<file path="src/rtl/joy_keymap.sv">
module joy_keymap #(
  parameter int N_IN   = 16,
  parameter int N_KEYS = 40,
  parameter int DIV    = 2
) (
  input  logic              clk,
  input  logic              rst_n,
  output logic              sr_load,
  output logic              sr_clk,
  input  logic              sr_data,
  input  logic              port_wr,
  input  logic [7:0]        port_wdata,
  output logic [7:0]        port_rdata,
  input  logic              map_idx_we,
  input  logic              map_row_we,
  input  logic [N_KEYS-1:0] map_wdata,
  output logic [N_KEYS-1:0] keys_out
);
  localparam int PW    = N_IN / 2;
  localparam int STEPS = 2 * N_IN;
  localparam int STW   = $clog2(STEPS);
  localparam int IDXW  = $clog2(N_IN);
  localparam int DW    = $clog2(DIV + 1);

  logic [DW-1:0]     cnt;
  logic [STW-1:0]    step;
  logic [N_IN-1:0]   shreg, word, cap;
  logic              bank;
  logic [IDXW-1:0]   idx;
  logic [N_KEYS-1:0] map_q [N_IN];

  wire tick   = (cnt == DW'(DIV - 1));
  wire last   = (step == STW'(STEPS - 1));
  wire commit = tick & last;
  wire [IDXW-1:0] bit_sel = step[STW-1:1];
  wire unused_wbits = ^port_wdata[PW-2:0];

  assign sr_load    = (step == '0);
  assign sr_clk     = (step != '0) & ~step[0];
  assign port_rdata = bank ? word[N_IN-1:PW] : word[PW-1:0];

  always_ff @(posedge clk or negedge rst_n)
    if (!rst_n) begin
      cnt  <= '0;
      step <= '0;
    end else if (tick) begin
      cnt  <= '0;
      step <= last ? '0 : step + 1'b1;
    end else
      cnt <= cnt + 1'b1;

  always_comb begin
    cap = shreg;
    cap[bit_sel] = sr_data;
  end

  always_ff @(posedge clk or negedge rst_n)
    if (!rst_n) begin
      shreg <= '0;
      word  <= '0;
    end else if (tick && step[0]) begin
      shreg <= cap;
      if (last) word <= cap;
    end

  always_ff @(posedge clk or negedge rst_n)
    if (!rst_n) bank <= 1'b0;
    else if (port_wr) bank <= port_wdata[PW-1];

  always_ff @(posedge clk or negedge rst_n)
    if (!rst_n) begin
      idx <= '0;
      for (int i = 0; i < N_IN; i++) map_q[i] <= '0;
    end else begin
      if (map_idx_we) idx <= map_wdata[IDXW-1:0];
      if (map_row_we) map_q[idx] <= map_wdata;
    end

  always_comb begin
    keys_out = '0;
    for (int i = 0; i < N_IN; i++)
      if (word[i]) keys_out = keys_out | map_q[i];
  end
endmodule


</file>
<file path="config.mk">
export PLATFORM = sky130hd
export DESIGN_NAME = joy_keymap
export DESIGN_NICKNAME = d
export VERILOG_FILES = /design/src/rtl/joy_keymap.sv
export SDC_FILE = /design/constraint.sdc
export NUM_CORES = 1
export LEC_CHECK = 0
export BUFFER_PORTS_ARGS = -buffer_cell sky130_fd_sc_hd__buf_2
export CAP_MARGIN = 20
export CORE_MARGIN = 2
export CORE_UTILIZATION = 60
export DETAILED_ROUTE_END_ITERATION = 10
export GPL_TIMING_DRIVEN = 0
export PLACE_DENSITY = 0.85
export RECOVER_POWER = 100
export SLEW_MARGIN = 20
export SYNTH_ARGS = -nofsm -noshare
export SYNTH_HDL_FRONTEND = slang
export SYNTH_SLANG_ARGS = --single-unit
</file>
<file path="constraint.sdc">
create_clock -name clk -period 2.9 [get_ports clk]
set_input_delay 0.29 -clock clk [delete_from_list [all_inputs] [get_ports clk]]
set_output_delay 0.29 -clock clk [all_outputs]
set_load 0.05 [all_outputs]
</file>
**Word-level counts from Yosys, hierarchy flattened**

Index checks and enable logic that the tools add are counted.

- Register bits after elaboration: 684
- Word-level logic and storage cells: 79
- Output and inout port bits: 50

- Eq/ne operators: 2
- Reductions and logical operators: 6
- Mux-type cells: 25
- Add/subtract/negate cells: 2
- Bitwise gates (word level): 18
- $lt $le $gt $ge: 4

Operators with widths:

| operator | count |
|---|---|
| 40-bit 2-to-1 mux | 17 |
| 640-bit bitwise mux | 1 |
| 40-bit bitwise OR | 15 |
| 40-bit demux with 4-bit select | 1 |
| 16-bit bitwise mux | 1 |
| 8-bit 2-to-1 mux | 1 |
| 5-bit by 1-bit adder with 5-bit output (second input constant) | 1 |
| 5-bit == test (second input constant) | 1 |
| 5-bit greater-or-equal comparator (second input constant) | 1 |
| 5-bit logical NOT | 1 |
| 4-bit by 5-bit < comparator with 1-bit output (second input constant) | 1 |
| 5-bit by 1-bit < comparator with 1-bit output (second input constant) | 1 |
| 5-bit 2-to-1 mux | 1 |
| 4-bit NOT with 5-bit output | 1 |
| 5-bit nonzero test | 1 |
| 1-bit demux with 4-bit select | 1 |
| 4-bit by 1-bit greater-or-equal comparator with 1-bit output (second input constant) | 1 |
| 1-bit logical AND | 3 |
| 2-bit by 1-bit adder with 2-bit output (second input constant) | 1 |
| 2-bit by 1-bit == test with 1-bit output (second input constant) | 1 |
| 2-bit 2-to-1 mux | 1 |
| 2-bit AND reduction | 1 |
| 1-bit bitwise AND | 1 |
| 1-bit 2-to-1 mux | 1 |
| 1-bit NOT | 1 |

**Logic depth before layout (Yosys ltp)**

Gate-level depths: netlist of the first run.

- Depth in word-level cells: 31
- Depth in mapped cells: 8

**Worst setup path after synthesis of the first run**

Ideal clock, no wire load.

- Kind: register to output
- Start: register step[1]
- End: output port sr_clk
- Path slack: -595 ps
- Stages on the path, launching flop included: 6
- Required time: 2610 ps
- Arrival time: 3205 ps
- Buffers on the path: 1
- Cells stage by stage: dfrtp_1 clkbuf_1 inv_1 ha_1 nor4b_1 nor2_1

- Cells in the longest elaborated chain, start to end: 2

RTL lines:

| what | RTL line | text |
|---|---|---|
| from (decl) | 26 | `logic [STW-1:0] step;` |
| from (signal assigned) | 48 | `step <= last ? '0 : step + 1'b1;` |
| 5-bit nonzero test | 39 | `assign sr_clk = (step != '0) & ~step[0];` |
| 1-bit bitwise AND | 39 |  |
| to (decl) | 9 | `output logic sr_clk,` |

Every way passes these cells.

**Worst setup path after layout of the first run**

- Start: register word[15]
- End: output port keys_out[32]

- Cells in the longest elaborated chain, start to end: 1

RTL lines:

| what | RTL line | text |
|---|---|---|
| from (decl) | 27 | `logic [N_IN-1:0] shreg, word, cap;` |
| from (signal assigned) | 63 | `if (last) word <= cap;` |
| 40-bit 2-to-1 mux | 82 | `if (word[i]) keys_out = keys_out \| map_q[i];` |
| to (decl) | 17 | `output logic [N_KEYS-1:0] keys_out` |

Every way passes these cells.

==> impl_metrics.tcl, run 1 <==
set metrics [dict create \
    drc 0 \
    clk_pin_slew_ps 60 \
    io_pins 104 \
    synth_nets 2119 \
    maxCapViolCount 0 \
    core_area_um2 48800 \
    dieArea_um2 51200 \
    critPathCaptureType "output port" \
    finalWirelength_mm 91.9 \
    die_w_um 226 \
    hp-class "in2reg" \
    postRouteAntennaNets 0 \
    synthXorXnorAreaFrac_pct 0 \
    clk_latency_ps 610 \
    tightest_slew_ps 1380 \
    crit_fanout 10 \
    yosys.area.top_type "dfrtp_1" \
    status "complete, but fails checks" \
    synth_top_area_share_pct 57.7 \
    drtIter0Drc 2522 \
    violations "setup timing" \
    wl_met1_mm 34.6 \
    whs_ps 22.6 \
    worstPathRequired_ps 2610 \
    crit_type "reg2out" \
    die_h_um 226 \
    pwr-share-clk_pct 30.0 \
    cts_tree "built" \
    hold_violations 0 \
    dp_hpwl_mm 57.0 \
    synth_compound_area_share_pct 9.86 \
    globalplace.congestion 0.904 \
    power_density_nw_per_um2 892 \
    fill_cells 3365 \
    avgSynthCellArea_um2 14.4 \
    synth_top_family_by_area "multiplexers" \
    power_mw 29.7 \
    nets 2294 \
    relSlewSlack_pct 7.92 \
    cp.arrival_ps 2620 \
    numCtsBuffers 70 \
    placementRows 81 \
    antenna_found_initial 7 \
    final_core_util_pct 68.3 \
    grt_max_degree 111 \
    cts_htree_levels 3 \
    yosysSeqAreaShare_pct 57.7 \
    maxSlewViolCount 0 \
    switchingPower_mw 7.85 \
    route.vias.total 20700 \
    setup_viol 2 \
    cts_sinks 684 \
    fin_ws_ps -6.10 \
    cts_buffer_depth 3 \
    post-place-ws_ps -535 \
    drive_above_1_share_pct 37.2 \
    cts_setup_buffers 0 \
    fin_skew_ps 19.1 \
    start_util_pct 60.7 \
    ys_top_cells_by_area "dfrtp_1, mux2_2, a221oi_1" \
    highest_layer "met5" \
    firstDrtPassIters 5 \
    port-buffer-count 96 \
    yosys.area_share.simple_pct 2.70 \
    synth_seq_cells 684 \
    wire_per_inst_um 31.1 \
    multi_input_area_um2 11500 \
    period_minus_slack_ps 2910 \
    met3_wirelength_mm 10.4 \
    wl_met2_mm 41.4 \
    ir_drop_v 0.000717 \
    p_leak_nw 14.2 \
    grt_pass1_vias 21400 \
    syn_area_um2 29700 \
    synth_warnings 0 \
    period_share_pct 100 \
    grt_usage_pct 36.7 \
    mostFrequentLayoutCells "dfrtp_1, mux2_2, a22o_1, a221oi_1, clkbuf_1" \
    yosys.area_share.adder_pct 0.127 \
    viasPerCell 6.99 \
    p_int_mw 21.9 \
    seq_area_um2 17100 \
    muxShareOfSynthArea_pct 26.5 \
    cts-root-buf "clkbuf_16" \
    final_common_cell "dfrtp_1" \
    p_seq_share_pct 50.5 \
    max_freq_mhz 344 \
    combPwrFrac_pct 19.5 \
    critPathLaunchType "register" \
    placed_area_um2 31200 \
    final_area_um2 33300 \
    synthToLayoutAreaGrowth_pct 12.5 \
    swShare_pct 26.4 \
    grt_pass1_wl_mm 136 \
    grt_overflow 0 \
    synth_cell_types 31 \
    syn-instance-count 2062 \
]
metal layers:
layer / global-route usage [%] / vias up
li1: - / 8151
met5: 0 / -
met1: 48.4 / 10800
met4: 20.1 / 6
met3: 10.6 / 367
met2: 55.2 / 1347
critical path, cell delays in order, from the launching register on:
cell	delay (ps)
dfrtp_1	360
clkbuf_1	170
clkbuf_2	410
a221oi_1	480
nand4_1	300
buf_4	280
cell usage after synthesis (all sizes together):
library cell / number
a221oi: 160
a22o: 160
a31oi: 1
and3: 1
buf: 72
clkbuf: 136
dfrtp: 684
ha: 3
inv: 3
mux2: 669
mux2i: 16
nand2: 25
nand2b: 10
nand3: 2
nand3b: 3
nand4: 41
nand4b: 5
nor2: 9
nor2b: 2
nor3: 15
nor4: 8
nor4b: 6
nor4bb: 6
o21ai: 21
o41ai: 1
or3: 2
or4: 1
worst paths after layout:
check | startpoint | end | slack, ps | depth (start not counted)
max | word[15] | keys_out[32] | -6 | 5
min | map_wdata[32] | map_q[72] | 20 | 2
max reg2reg | idx[3] | map_q[193] | 110 | 5
min reg2reg | map_q[370] | map_q[370] | 490 | 1
max in group asynchronous | rst_n | map_q[463] | 450 | 5
min in group asynchronous | rst_n | map_q[4] | 160 | 2
state kept, by name, summed over array words and instances (netlist names):
name	count
word	16
idx	4
map_q	640
cnt	2
step	5
bank	1
shreg	16
metrics by stage:
stage / cells / setup TNS (ps)
global route: 2950 / -2.31
CTS: 2950 / -5.11
detailed placement: 2829 / -5360
floorplan: 2062 / 0
finish: 2954 / -6.89
global placement: 2822 / -7999330
repair_timing:
item,CTS,global route
pin swaps,1,4
hold endpoints to repair,102,0
setup endpoints to repair,47,36
resized for setup,95,43
hold buffers,3,0
cell families after synthesis:
logic type,after synthesis
compound gates,343
mux,685
buf+inv,211
fa+ha+maj,3
simple gates,136
flops,684
power groups by stage:
stage	clock (mW)	sequential [mW]	combinational, mW
4_1_cts	8.89	14.9	5.95
3_3_place_gp	0	14.7	5.49
6_report	8.92	15.0	5.80
5_1_grt	9.31	15.3	6.28
2_1_floorplan	0	14.4	4.79
3_5_place_dp	0	15.0	5.87
area by class of cell:
cell class                      count  area share, %
Sequential cell                   684           51.3
Multi-Input combinational cell   1167           34.5
Clock buffer                      108           6.26
Buffer                            205           2.93
Tap cell                          664           2.49
Timing Repair Buffer              106           2.03
Clock inverter                     12          0.405
Antenna cell                        5         0.0375
Inverter                            3         0.0338
No activity file was read; power rests on OpenSTA's default activity.
==> inputs of run 2 (changes only) <==
--- a/config.mk
+++ b/config.mk
@@ -13,6 +13,7 @@
 export GPL_TIMING_DRIVEN = 0
 export PLACE_DENSITY = 0.85
 export RECOVER_POWER = 100
+export REMOVE_ABC_BUFFERS = 1
 export SLEW_MARGIN = 20
 export SYNTH_ARGS = -nofsm -noshare
 export SYNTH_HDL_FRONTEND = slang
==> run 2 against run 1 <==
  * The run still ends with setup timing left
  * Design area increased by 1.6%
  * Clock power about the same
  * Flip-flop and latch count unchanged
  * Fmax decreased by 0.73%
  * Cell count decreased by 4.1%
  * Via count decreased by 3.7%
  * Non-clock buffer count decreased by 120
  * Critical path type unchanged
  * Critical endpoint is now keys_out[17]
  * Largest cell class unchanged
==> impl_metrics.tcl, run 2 (synthesized netlist as in run 1, its figures left out) <==
set metrics [dict create \
    fin_skew_ps 32.1 \
    regMostFlops "map_q" \
    hp-start "map_wdata[22]" \
    largest_reg_flops 640 \
    numCtsBuffers 69 \
    fill_cells 3038 \
    route.vias.total 19900 \
    grt_max_degree 111 \
    final_common_cell "dfrtp_1" \
    hold_violations 0 \
    postRouteAntennaNets 0 \
    p_leak_nw 14.6 \
    fin_cells 2834 \
    ir_drop_v 0.000470 \
    wl_met1_mm 31.7 \
    firstDrtPassIters 6 \
    grt_overflow 0 \
    drive_above_1_share_pct 42.9 \
    dp_hpwl_mm 48.3 \
    multi_input_area_um2 11700 \
    clk_pin_slew_ps 60 \
    mostFrequentLayoutCells "dfrtp_1, mux2_2, a22o_1, a221oi_1, buf_2" \
    critPathCaptureType "output port" \
    wire_per_inst_um 30.1 \
    drc 0 \
    die_h_um 226 \
    status "complete, but fails checks" \
    placed_area_um2 31600 \
    cts_buffer_depth 3 \
    start_util_pct 60.7 \
    violations "setup timing" \
    highest_layer "met5" \
    cts_htree_levels 3 \
    port-buffer-count 96 \
    max_freq_mhz 342 \
    top_regs "map_q: 640 flops, shreg: 16 flops, word: 16 flops" \
    wl_met2_mm 40.5 \
    rr_worst_depth 8 \
    rrSetupSlack_ps 0 \
    clk_latency_ps 620 \
    crit_fanout 42 \
    power_density_nw_per_um2 886 \
    cts_sinks 684 \
    holdPathEnd "map_q[582]" \
    hp-class "in2reg" \
    whs_ps 104 \
    nets 2174 \
    cts-root-buf "clkbuf_16" \
    cp-startpoint "word[1]" \
    place_inst 2703 \
    cts_tree "built" \
    cp.arrival_ps 2640 \
    io_pins 104 \
    globalplace.congestion 0.769 \
    tightest_slew_ps 1290 \
    core_area_um2 48800 \
    period_share_pct 101 \
    setup_viol 4 \
    met3_wirelength_mm 8.64 \
    synthToLayoutAreaGrowth_pct 14.3 \
    viasPerCell 7.02 \
    critPathLaunchType "register" \
    final_area_um2 33900 \
    grt_usage_pct 33.7 \
    drtIter0Drc 2420 \
    antenna_found_initial 7 \
    r2r-end "map_q[199]" \
    maxCapViolCount 0 \
    maxSlewViolCount 0 \
    seq_area_um2 17200 \
    whs_path_depth 2 \
    grt_pass1_vias 21200 \
    finalWirelength_mm 85.3 \
    die_w_um 226 \
    period_minus_slack_ps 2930 \
    grt_pass1_wl_mm 129 \
    placementRows 81 \
    relSlewSlack_pct 14.2 \
    r2r-start "idx[3]" \
    rsz0062_at_grt "true" \
    crit_type "reg2out" \
    dieArea_um2 51200 \
    fin_ws_ps -27.4 \
    worstPathRequired_ps 2610 \
]
## run 2: changes by cell type in the layout (fill, tap and decap cells not counted), sizes merged
cell | previous run | this run
buf | 128 | 182
bufinv | 3 | 2
clkbuf | 288 | 116
clkinv | 9 | 3
diode | 5 | 3
dlygate4sd3 | 3 | 4
inv | 3 | 8
nand4b | 5 | 6
## run 2: layout make-up
cell class	count	share of cell area, %
sequential	684	50.7
tap	664	2.45
multi-input combinational	1168	34.5
clock inverter	10	0.351
inverter	3	0.0332
timing repair buffer	191	5.61
antenna	3	0.0222
clock buffer	111	6.31
## run 2: worst max-delay path, cell delays in order, from the launching register on
cell	delay, ps
dfrtp_4	800
a22o_1	320
a221oi_1	270
nand4_1	310
buf_2	310
## run 2: through the flow
stage / total power, mW / setup slack (ps) / setup TNS (ps) / util (%)
after global routing: 31.3 / -32.0 / -201 / 69.4
after floorplan: 19.1 / -2170 / -331010 / -
after CTS: 30.0 / 5.38 / 0 / 69.4
after detailed placement: 20.9 / -153 / -1750 / 64.6
final: 30.0 / -27.4 / -39.8 / 69.4
after global placement: 20.1 / -11590 / - / 61.5
## run 2: worst max-delay path by stage
stage	to	slack (ps)	depth (start not counted)
floorplan	map_q[520]	-2170	2
global placement	map_q[274]	-11590	1
detailed placement	word[3]	-150	5
CTS	keys_out[35]	5	5
global route	map_q[559]	-30	5
finish	keys_out[17]	-30	4
## run 2: timing repair
action	in CTS	in global routing
setup endpoints to repair	16	28
pin swaps	0	2
hold endpoints to repair	102	0
hold buffers	4	0
gates cloned	1	0
setup buffers	0	2
resized for setup	0	5
## run 2: report_power, final
| group | leakage (nW) | internal, mW | total [mW] | switching, mW |
|---|---|---|---|---|
| registers | 8.28 | 13.0 | 15.0 | 2.05 |
| logic | 5.24 | 3.87 | 6.06 | 2.18 |
| clock network | 1.11 | 5.22 | 8.91 | 3.69 |
## run 2: layer usage
metal | GRT usage (%) | vias to the layer above
li1 | - | 7927
met1 | 43.8 | 10500
met2 | 52.7 | 1145
met3 | 7.39 | 350
met4 | 19.8 | 8
met5 | 0 | -
==> inputs of run 3 (changes only) <==
--- a/config.mk
+++ b/config.mk
@@ -7,11 +7,14 @@
 export LEC_CHECK = 0
 export BUFFER_PORTS_ARGS = -buffer_cell sky130_fd_sc_hd__buf_2
 export CAP_MARGIN = 20
+export CELL_PAD_IN_SITES_DETAIL_PLACEMENT = 0
+export CELL_PAD_IN_SITES_GLOBAL_PLACEMENT = 1
 export CORE_MARGIN = 2
-export CORE_UTILIZATION = 60
+export CORE_UTILIZATION = 56
 export DETAILED_ROUTE_END_ITERATION = 10
+export GPL_ROUTABILITY_DRIVEN = 0
 export GPL_TIMING_DRIVEN = 0
-export PLACE_DENSITY = 0.85
+export PLACE_DENSITY = 0.91
 export RECOVER_POWER = 100
 export REMOVE_ABC_BUFFERS = 1
 export SLEW_MARGIN = 20
==> run 3 against run 2 <==
  * The run ends with capacitance limit, slew limit left
  * Cell count is 1.2% higher
  * Flip-flop and latch count is the same
  * Die area rose by 7.0%
  * Count of clock-buffer cells in the layout down 7
  * Sequential share of layout area rose by 0.43 points
  * Register-to-register slack gained 30 ps
  * Critical path depth is 1 higher
  * Hold slack gained 1.5 ps
  * Via count decreased by 2.7%
  * Sequential power about the same
  * Critical endpoint is now keys_out[6]
  * Largest power group unchanged
==> impl_metrics.tcl, run 3 (synthesized netlist as in run 1, its figures left out) <==
set metrics [dict create \
    pwr-share-clk_pct 31.2 \
    dieArea_um2 54800 \
    dp_hpwl_mm 48.2 \
    postRouteAntennaNets 0 \
    switchingPower_mw 7.80 \
    io_pins 104 \
    grt_max_degree 107 \
    cts_tree "built" \
    critPathMaxStageDelay_ps 590 \
    clk_latency_ps 620 \
    cts-root-buf "clkbuf_16" \
    largest_reg_flops 640 \
    p_seq_share_pct 49.7 \
    cp_cell_sequence "buf_6 > a22o_1 > a221oi_1 > nand4_1 > clkbuf_2" \
    final_common_cell "dfrtp_1" \
    crit_slowest_cell "dfrtp_2" \
    antenna_found_initial 6 \
    period_minus_slack_ps 2880 \
    tightest_slew_ps 1910 \
    relSlewSlack_pct -27.1 \
    wire_per_inst_um 28.8 \
    fin_skew_ps 23.4 \
    synthToLayoutAreaGrowth_pct 13.3 \
    p_leak_nw 14.4 \
    grt_pass1_vias 20200 \
    worstPathRequired_ps 2610 \
    grt_usage_pct 30.4 \
    max_freq_mhz 347 \
    power_density_nw_per_um2 894 \
    die_h_um 234 \
    rsz0062_at_grt "false" \
    worst_path_dominant_cell_family "buffers and inverters" \
    die_w_um 234 \
    crit_type "reg2out" \
    cts_htree_levels 3 \
    mostFrequentLayoutCells "dfrtp_1, mux2_2, a22o_1, a221oi_1, mux2_1" \
    grt_pass1_wl_mm 124 \
    route.vias.total 19300 \
    cts_buffer_depth 3 \
    maxSlewViolCount 107 \
    tns_ps 0 \
    cp.arrival_ps 2590 \
    drc 0 \
    crit_fanout 22 \
    numCtsBuffers 71 \
    viasPerCell 6.75 \
    regMostFlops "map_q" \
    whs_ps 106 \
    setup_viol 0 \
    start_util_pct 56.5 \
    core_area_um2 52400 \
    hold_violations 0 \
    violations "capacitance limit, slew limit" \
    firstDrtPassIters 5 \
    swShare_pct 26.0 \
    status "complete, but fails checks" \
    drtIter0Drc 1885 \
    grt_overflow 0 \
    nets 2180 \
    cts_sinks 684 \
    p_int_mw 22.2 \
    period_share_pct 99.2 \
    clk_pin_slew_ps 60 \
    finalWirelength_mm 82.7 \
    maxCapViolCount 2 \
    drive_above_1_share_pct 40.5 \
    top_regs "map_q: 640 flops, shreg: 16 flops, word: 16 flops" \
    worst-path-buf-inv 2 \
    hp-class "in2reg" \
    combPwrFrac_pct 19.1 \
    ir_drop_v 0.000434 \
    critPathLaunchType "register" \
    placementRows 84 \
    port-buffer-count 96 \
    critPathCaptureType "output port" \
]
[run 3: cell types whose count changed in the layout (fill, tap and decap cells not counted), moves of 8 or more]
cell	change
buf_2	-34
buf_4	-15
clkbuf_1	+8
clkbuf_2	+49
mux2_1	+39
mux2_4	-37
[run 3: per-layer routing]
| layer | vias to the layer above | part of all wire (%) | global-route usage [%] |
|---|---|---|---|
| li1 | 7952 | - | - |
| met5 | - | 0.029 | 0 |
| met1 | 10300 | 39 | 40.3 |
| met2 | 869 | 49 | 49.3 |
| met4 | 4 | 4.0 | 13.7 |
| met3 | 248 | 7.6 | 5.35 |
[run 3: what timing repair did]
action	in CTS	in global routing
gates resized for setup	0	7
hold buffers	4	0
endpoints found under the setup margin	0	5
setup buffers	0	4
endpoints found under the hold margin	52	0
[run 3: through the flow]
| stage | setup slack (ps) | cell area (um2) | utilization, % | power [mW] | cells |
|---|---|---|---|---|---|
| 2_1_floorplan | -2170 | 28700 | - | 19.1 | 1854 |
| 3_3_place_gp | -11680 | 30100 | 57.3 | 20.1 | 2638 |
| 3_5_place_dp | 312 | 31600 | 60.3 | 20.9 | 2730 |
| 4_1_cts | 0.126 | 34100 | 65.0 | 30.3 | 2858 |
| 5_1_grt | 3.05 | 33600 | 64.0 | 31.4 | 2865 |
| 6_report | 22.3 | 33600 | 64.0 | 30.0 | 2867 |
[run 3: worst paths after layout]
| path | startpoint | to | cells after the start | slack [ps] |
|---|---|---|---|---|
| setup / recovery | word[1] | keys_out[6] | 5 | 20 |
| hold / removal | map_wdata[7] | map_q[567] | 2 | 110 |
| setup reg to reg | idx[2] | map_q[69] | 5 | 30 |
| hold reg to reg | map_q[163] | map_q[163] | 1 | 490 |
| max in group asynchronous | rst_n | map_q[549] | 5 | 480 |
| min in group asynchronous | rst_n | map_q[318] | 2 | 160 |
[run 3: area by class of cell]
cell class / count / area [um2]
Tap cell: 688 / 861
Fill cell: 3652 / 18900
Sequential cell: 684 / 17200
Inverter: 3 / 11.3
Timing Repair Buffer: 196 / 1650
Multi-Input combinational cell: 1167 / 11500
Clock inverter: 20 / 305
Clock buffer: 104 / 2080
Antenna cell: 5 / 12.5
[run 3: power groups by stage]
stage	Combinational, mW	Sequential, mW	Clock [mW]
floorplan	4.71	14.4	0
global placement	5.47	14.7	0
detailed placement	5.88	15.0	0
CTS	5.98	14.9	9.44
global route	6.24	15.3	9.82
finish	5.74	14.9	9.35
